--- config.mk ---
export PLATFORM = sky130hd
export DESIGN_NAME = bl_pwm_gen
export DESIGN_NICKNAME = d
export VERILOG_FILES = /design/src/rtl/bl_pwm_pkg.sv /design/src/rtl/bl_pwm_regs.sv /design/src/rtl/bl_pwm_prescaler.sv /design/src/rtl/bl_pwm_core.sv /design/src/rtl/bl_pwm_gen.sv
export SDC_FILE = /design/constraint.sdc
export NUM_CORES = 1
export LEC_CHECK = 0
export CORE_ASPECT_RATIO = 1.5
export CORE_MARGIN = 10
export CORE_UTILIZATION = 55
export DETAILED_ROUTE_END_ITERATION = 6
export DONT_BUFFER_PORTS = 1
export PLACE_DENSITY_LB_ADDON = 0.12
export SYNTH_ARGS = -nofsm -noshare
export SYNTH_HDL_FRONTEND = slang
export SYNTH_SLANG_ARGS = --single-unit
export TNS_END_PERCENT = 30
--- constraint.sdc ---
create_clock -name clk -period 5.6 [get_ports clk]
set_input_delay 0.84 -clock clk [delete_from_list [all_inputs] [get_ports clk]]
set_output_delay 0.84 -clock clk [all_outputs]
set_load 0.02 [all_outputs]
--- src/rtl/bl_pwm_pkg.sv ---
package bl_pwm_pkg;
    // Mode word bit positions
    localparam int MODE_RUN_BIT = 31;
    localparam int MODE_REG_DUTY_BIT = 30;
    localparam int MODE_INVERT_BIT = 29;
    // Timing word field positions
    localparam int TIME_PER_LSB = 16;
    localparam int FIELD_W = 16;

    typedef struct packed {
        logic run;
        logic reg_duty;
        logic invert;
    } mode_t;

    typedef struct packed {
        logic [FIELD_W-1:0] period;
        logic [FIELD_W-1:0] duty;
    } timing_t;
endpackage

--- src/rtl/bl_pwm_regs.sv ---
module bl_pwm_regs
    import bl_pwm_pkg::*;
(
    input  logic        clk,
    input  logic        rst,
    input  logic        wr_en,
    input  logic        wr_sel,
    input  logic [31:0] wr_data,
    output mode_t       mode,
    output timing_t     timing
);
    typedef struct packed {
        mode_t   mode;
        timing_t timing;
    } regs_t;

    regs_t regs_d, regs_q;

    always_comb begin
        regs_d = regs_q;
        if (wr_en) begin
            if (wr_sel) begin
                regs_d.timing.period = wr_data[TIME_PER_LSB +: FIELD_W];
                regs_d.timing.duty   = wr_data[FIELD_W-1:0];
            end else begin
                regs_d.mode.run      = wr_data[MODE_RUN_BIT];
                regs_d.mode.reg_duty = wr_data[MODE_REG_DUTY_BIT];
                regs_d.mode.invert   = wr_data[MODE_INVERT_BIT];
            end
        end
    end

    always_ff @(posedge clk) begin
        if (rst) regs_q <= '0;
        else     regs_q <= regs_d;
    end

    assign mode   = regs_q.mode;
    assign timing = regs_q.timing;
endmodule

--- src/rtl/bl_pwm_prescaler.sv ---
module bl_pwm_prescaler #(
    parameter int FINE_STEP   = 16,
    parameter int COARSE_STEP = 128,
    localparam int PRE_W = $clog2(COARSE_STEP)
) (
    input  logic             clk,
    input  logic             rst,
    input  logic             run,
    input  logic             fine_step,
    output logic             tick,
    output logic [PRE_W-1:0] pre_cnt
);
    localparam logic [PRE_W-1:0] FINE_LAST   = PRE_W'(FINE_STEP - 1);
    localparam logic [PRE_W-1:0] COARSE_LAST = PRE_W'(COARSE_STEP - 1);

    logic [PRE_W-1:0] cnt_d, cnt_q;
    logic [PRE_W-1:0] last;

    always_comb begin
        last = fine_step ? FINE_LAST : COARSE_LAST;
        // ">=" lets a switch to the short step end a long count at once
        tick = run && (cnt_q >= last);
        if (!run || tick) cnt_d = '0;
        else              cnt_d = cnt_q + 1'b1;
    end

    always_ff @(posedge clk) begin
        if (rst) cnt_q <= '0;
        else     cnt_q <= cnt_d;
    end

    assign pre_cnt = cnt_q;
endmodule

--- src/rtl/bl_pwm_core.sv ---
module bl_pwm_core #(
    parameter int CNT_W = 16
) (
    input  logic             clk,
    input  logic             rst,
    input  logic             run,
    input  logic             invert,
    input  logic             reg_duty,
    input  logic [CNT_W-1:0] per_prog,
    input  logic [CNT_W-1:0] duty_prog,
    input  logic [CNT_W-1:0] alt_duty,
    input  logic             tick,
    output logic             pwm,
    output logic             wrap,
    output logic [CNT_W-1:0] step_cnt,
    output logic [CNT_W-1:0] per_act
);
    typedef struct packed {
        logic [CNT_W-1:0] step;
        logic [CNT_W-1:0] per;
        logic [CNT_W-1:0] duty;
        logic             pwm;
    } core_t;

    core_t core_d, core_q;
    logic [CNT_W-1:0] duty_sel;
    logic             at_end;
    logic             active;

    always_comb begin
        core_d   = core_q;
        duty_sel = reg_duty ? duty_prog : alt_duty;
        at_end   = (core_q.per == '0) || (core_q.step == core_q.per - 1'b1);
        wrap     = run && tick && at_end;
        active   = run && (core_q.per != '0) && (core_q.step < core_q.duty);

        if (!run) begin
            // stopped: counter parked, shadows follow the programmed values
            core_d.step = '0;
            core_d.per  = per_prog;
            core_d.duty = duty_sel;
        end else if (tick) begin
            if (at_end) begin
                core_d.step = '0;
                core_d.per  = per_prog;
                core_d.duty = duty_sel;
            end else begin
                core_d.step = core_q.step + 1'b1;
            end
        end
        core_d.pwm = active ^ invert;
    end

    always_ff @(posedge clk) begin
        if (rst) core_q <= '0;
        else     core_q <= core_d;
    end

    assign pwm      = core_q.pwm;
    assign step_cnt = core_q.step;
    assign per_act  = core_q.per;
endmodule

--- src/rtl/bl_pwm_gen.sv ---
module bl_pwm_gen
    import bl_pwm_pkg::*;
#(
    parameter int REF_CLK_HZ  = 24_000_000,
    parameter int FINE_STEP   = 16,
    parameter int COARSE_STEP = 128,
    localparam int CNT_W = FIELD_W,
    localparam int PRE_W = $clog2(COARSE_STEP)
) (
    input  logic             clk,
    input  logic             rst,
    input  logic             wr_en,
    input  logic             wr_sel,
    input  logic [31:0]      wr_data,
    input  logic             fine_step,
    input  logic [CNT_W-1:0] alt_duty,
    output logic             pwm_out
);
    generate
        if (REF_CLK_HZ != 24_000_000 && REF_CLK_HZ != 135_000_000) begin : g_bad_ref
            $error("REF_CLK_HZ must be 24 MHz or 135 MHz");
        end
    endgenerate

    mode_t            mode;
    timing_t          timing;
    logic             run;
    logic             pol;
    logic             tick;
    logic             wrap;
    logic [PRE_W-1:0] pre_cnt;
    logic [CNT_W-1:0] step_cnt;
    logic [CNT_W-1:0] per_act;

    assign run = mode.run;
    assign pol = mode.invert;

    bl_pwm_regs u_regs (
        .clk     (clk),
        .rst     (rst),
        .wr_en   (wr_en),
        .wr_sel  (wr_sel),
        .wr_data (wr_data),
        .mode    (mode),
        .timing  (timing)
    );

    bl_pwm_prescaler #(
        .FINE_STEP   (FINE_STEP),
        .COARSE_STEP (COARSE_STEP)
    ) u_pre (
        .clk       (clk),
        .rst       (rst),
        .run       (run),
        .fine_step (fine_step),
        .tick      (tick),
        .pre_cnt   (pre_cnt)
    );

    bl_pwm_core #(
        .CNT_W (CNT_W)
    ) u_core (
        .clk       (clk),
        .rst       (rst),
        .run       (run),
        .invert    (pol),
        .reg_duty  (mode.reg_duty),
        .per_prog  (timing.period),
        .duty_prog (timing.duty),
        .alt_duty  (alt_duty),
        .tick      (tick),
        .pwm       (pwm_out),
        .wrap      (wrap),
        .step_cnt  (step_cnt),
        .per_act   (per_act)
    );
endmodule

==> results.json <==
{
  "cp.arrival_ns": 4.11,
  "post-cts-setup-buffer-count": 0,
  "fin_worst_skew_ns": 0.00799,
  "hold_path_class": "register to register",
  "cts_hold_buffers": 0,
  "grt_overflow_total": 0,
  "antenna_left": 0,
  "synth_top_area_frac": 0.366,
  "leakage_nw": 1.85,
  "peakVddDrop_uv": 230,
  "drt-wirelength-per-cell_um": 16.3,
  "yosysTopAreaCell": "dfxtp_1",
  "drt_iter0_drc": 178,
  "finalWorstSetupSlack_ns": 1.67,
  "post-dp-hpwl_mm": 8.01,
  "netlist_area_sq_mm": 0.00498,
  "min_period_over_period": 0.701,
  "fin_crit_ns": 3.93,
  "synth_edf_count": 0,
  "clock_sinks": 91,
  "port_buffers": 0,
  "ys.flop_type": "dfxtp_1",
  "critPathSlowestCell": "nor3b_1",
  "post_cts_resized": 0,
  "remaining_drc_errors": 0,
  "die_h_um": 137,
  "ff2ff_path_depth": 9,
  "drv_slew": 0,
  "cp_top_family": "simple AND/OR/NAND/NOR gates",
  "initial_core_util": 0.564,
  "clk_pin_slew_ns": 0.06,
  "fin_nets": 637,
  "fmax_mhz": 255,
  "grt_max_degree": 87,
  "required_ns": 5.78,
  "hold_path_depth": 2,
  "clk_latency_ns": 0.34,
  "ys_ff_latch": 91,
  "vias": 3849,
  "max_cap_violations": 0,
  "critical_path_buf_inv_count": 1,
  "path_cells": "inv_1 > ha_1 > nor3b_1 > nand3_1 > xnor2_1 > a2111oi_0 > and4bb_4 > nor2_2 > mux2i_1",
  "ioPinCount": 54,
  "hold_viol": 0,
  "slowest_delay_ns": 0.74,
  "root_buffer": "clkbuf_16",
  "ys_async_sr_fraction": 0,
  "syn_to_final_growth_pct": 4.75,
  "yosys_warnings": 0,
  "antenna_cells": 0,
  "final_layout_size_suffix_gt1_frac": 0.0688,
  "crit_fanout": 39,
  "first_pass_iters": 4,
  "dp_worst_setup_slack_ns": 1.81,
  "slew_headroom": 0.250,
  "ys_types": 53,
  "finalWirelength_mm": 11.0,
  "worst-path-stages": 9,
  "utilization": 0.591,
  "grt_pass1_wl_mm": 18.2,
  "design_area_sq_mm": 0.00522,
  "fp-row-count": 42,
  "cts_inserted_buffers": 9,
  "yosys-top-cells-area": "dfxtp_1, mux2i_1, nand2_1",
  "htreeDepth": 3,
  "clock_path_buffers": 2,
  "fin_tns_setup_ns": 0,
  "die_w_um": 97.7,
  "track_usage": 0.163,
  "rsz0062_at_grt": "false",
  "syn_nets": 665,
  "coreArea_sq_mm": 0.00883,
  "vias_per_cell": 5.69,
  "worstSetupPathType": "register to register",
  "syn_avg_cell_area_sq_um": 8.44,
  "placed_area_sq_mm": 0.00493,
  "fill_cells": 821,
  "die_area_sq_mm": 0.0133,
  "synthTopCellsByCount": "dfxtp_1, nand2_1, a21oi_1, nor3_1",
  "antenna_found_initial": 0,
  "synthCells": 590,
  "post-synth-top-count-cell": "dfxtp_1",
  "finalSetupViolations": 0,
  "worst_pin_slew_ns": 1.12,
  "p_per_area_mw_per_mm2": 269,
  "synth_seq_area_share": 0.366,
  "gp_congestion": 0.906,
  "cp-start-kind": "register",
  "grt_pass1_vias": 3803,
  "cts_tree": "built",
  "status": "completed",
  "end_kind": "register"
}
[registers in the layout, summed over array words and instances (netlist names)]
| register | flops |
|---|---|
| u_core.core_q | 16 |
| u_core.per_act | 16 |
| u_core.pwm | 1 |
| u_core.step_cnt | 16 |
| u_pre.pre_cnt | 7 |
| u_regs.mode | 3 |
| u_regs.timing | 32 |
[metrics by stage]
stage                     cells  total power [mW]  hold WS, ns
after global placement      661             0.839        0.435
after CTS                   677              1.41        0.451
after floorplan             590             0.825        0.432
final                       677              1.40        0.449
after detailed placement    661             0.844        0.442
after global routing        677              1.45        0.462
[report_power, final]
group	switching, mW	internal [mW]	total [mW]
registers	0.0204	0.672	0.693
logic	0.0711	0.0663	0.137
clock network	0.246	0.325	0.572
[layer usage]
layer / track usage / vias up / wire, um
met3: 0.0454 / 20 / 605
li1: - / 1979 / -
met1: 0.192 / 1772 / 4820
met2: 0.268 / 78 / 5320
met5: 0 / - / 0
met4: 0.0770 / 0 / 269
[cell usage in the layout (no fill, tap or decap), types with 21 or more instances in the layout]
cell	instances
a21oi_1	42
dfxtp_1	91
ha_1	22
inv_1	27
mux2i_1	32
nand2_1	75
nand2b_1	32
nor2_1	21
nor3_1	42
o21ai_0	23
xnor2_1	27
[worst register-to-register path, delay by kind of cell, from the launching register on]
kind	cells	cell delay, ns
adders and majority gates	1	0.31
and+or+nand+nor	4	1.85
DFF	1	0.37
AOI/OAI and AO/OA	1	0.74
muxes	1	0.21
xor gates and xnor gates	1	0.16
buffers and inverters	1	0.13
[kinds of logic after synthesis]
kind of cell / synth area share
muxes: 0.0666
and+or+nand+nor: 0.278
buffers and inverters: 0.0573
adders and majority gates: 0.0553
DFF: 0.366
xor gates and xnor gates: 0.0686
AOI/OAI and AO/OA: 0.109
[worst paths after layout]
| kind | to | slack (ns) | startpoint |
|---|---|---|---|
| setup / recovery | u_core.per_act[6] | 1.67 | u_core.per_act[0] |
| setup reg to reg | u_core.per_act[6] | 1.67 | u_core.per_act[0] |
| hold reg to reg | u_regs.timing[11] | 0.45 | u_regs.timing[11] |
| hold / removal | u_regs.timing[11] | 0.45 | u_regs.timing[11] |
[cell type report]
type | instances | area (sq um) | share of cell area
Multi-Input combinational cell | 433 | 2870 | 0.551
Sequential cell | 91 | 1820 | 0.349
Clock buffer | 13 | 260 | 0.0499
Tap cell | 110 | 138 | 0.0264
Inverter | 27 | 101 | 0.0194
Clock inverter | 3 | 22.5 | 0.00432
Note: power is estimated with default switching activity, not from simulation.
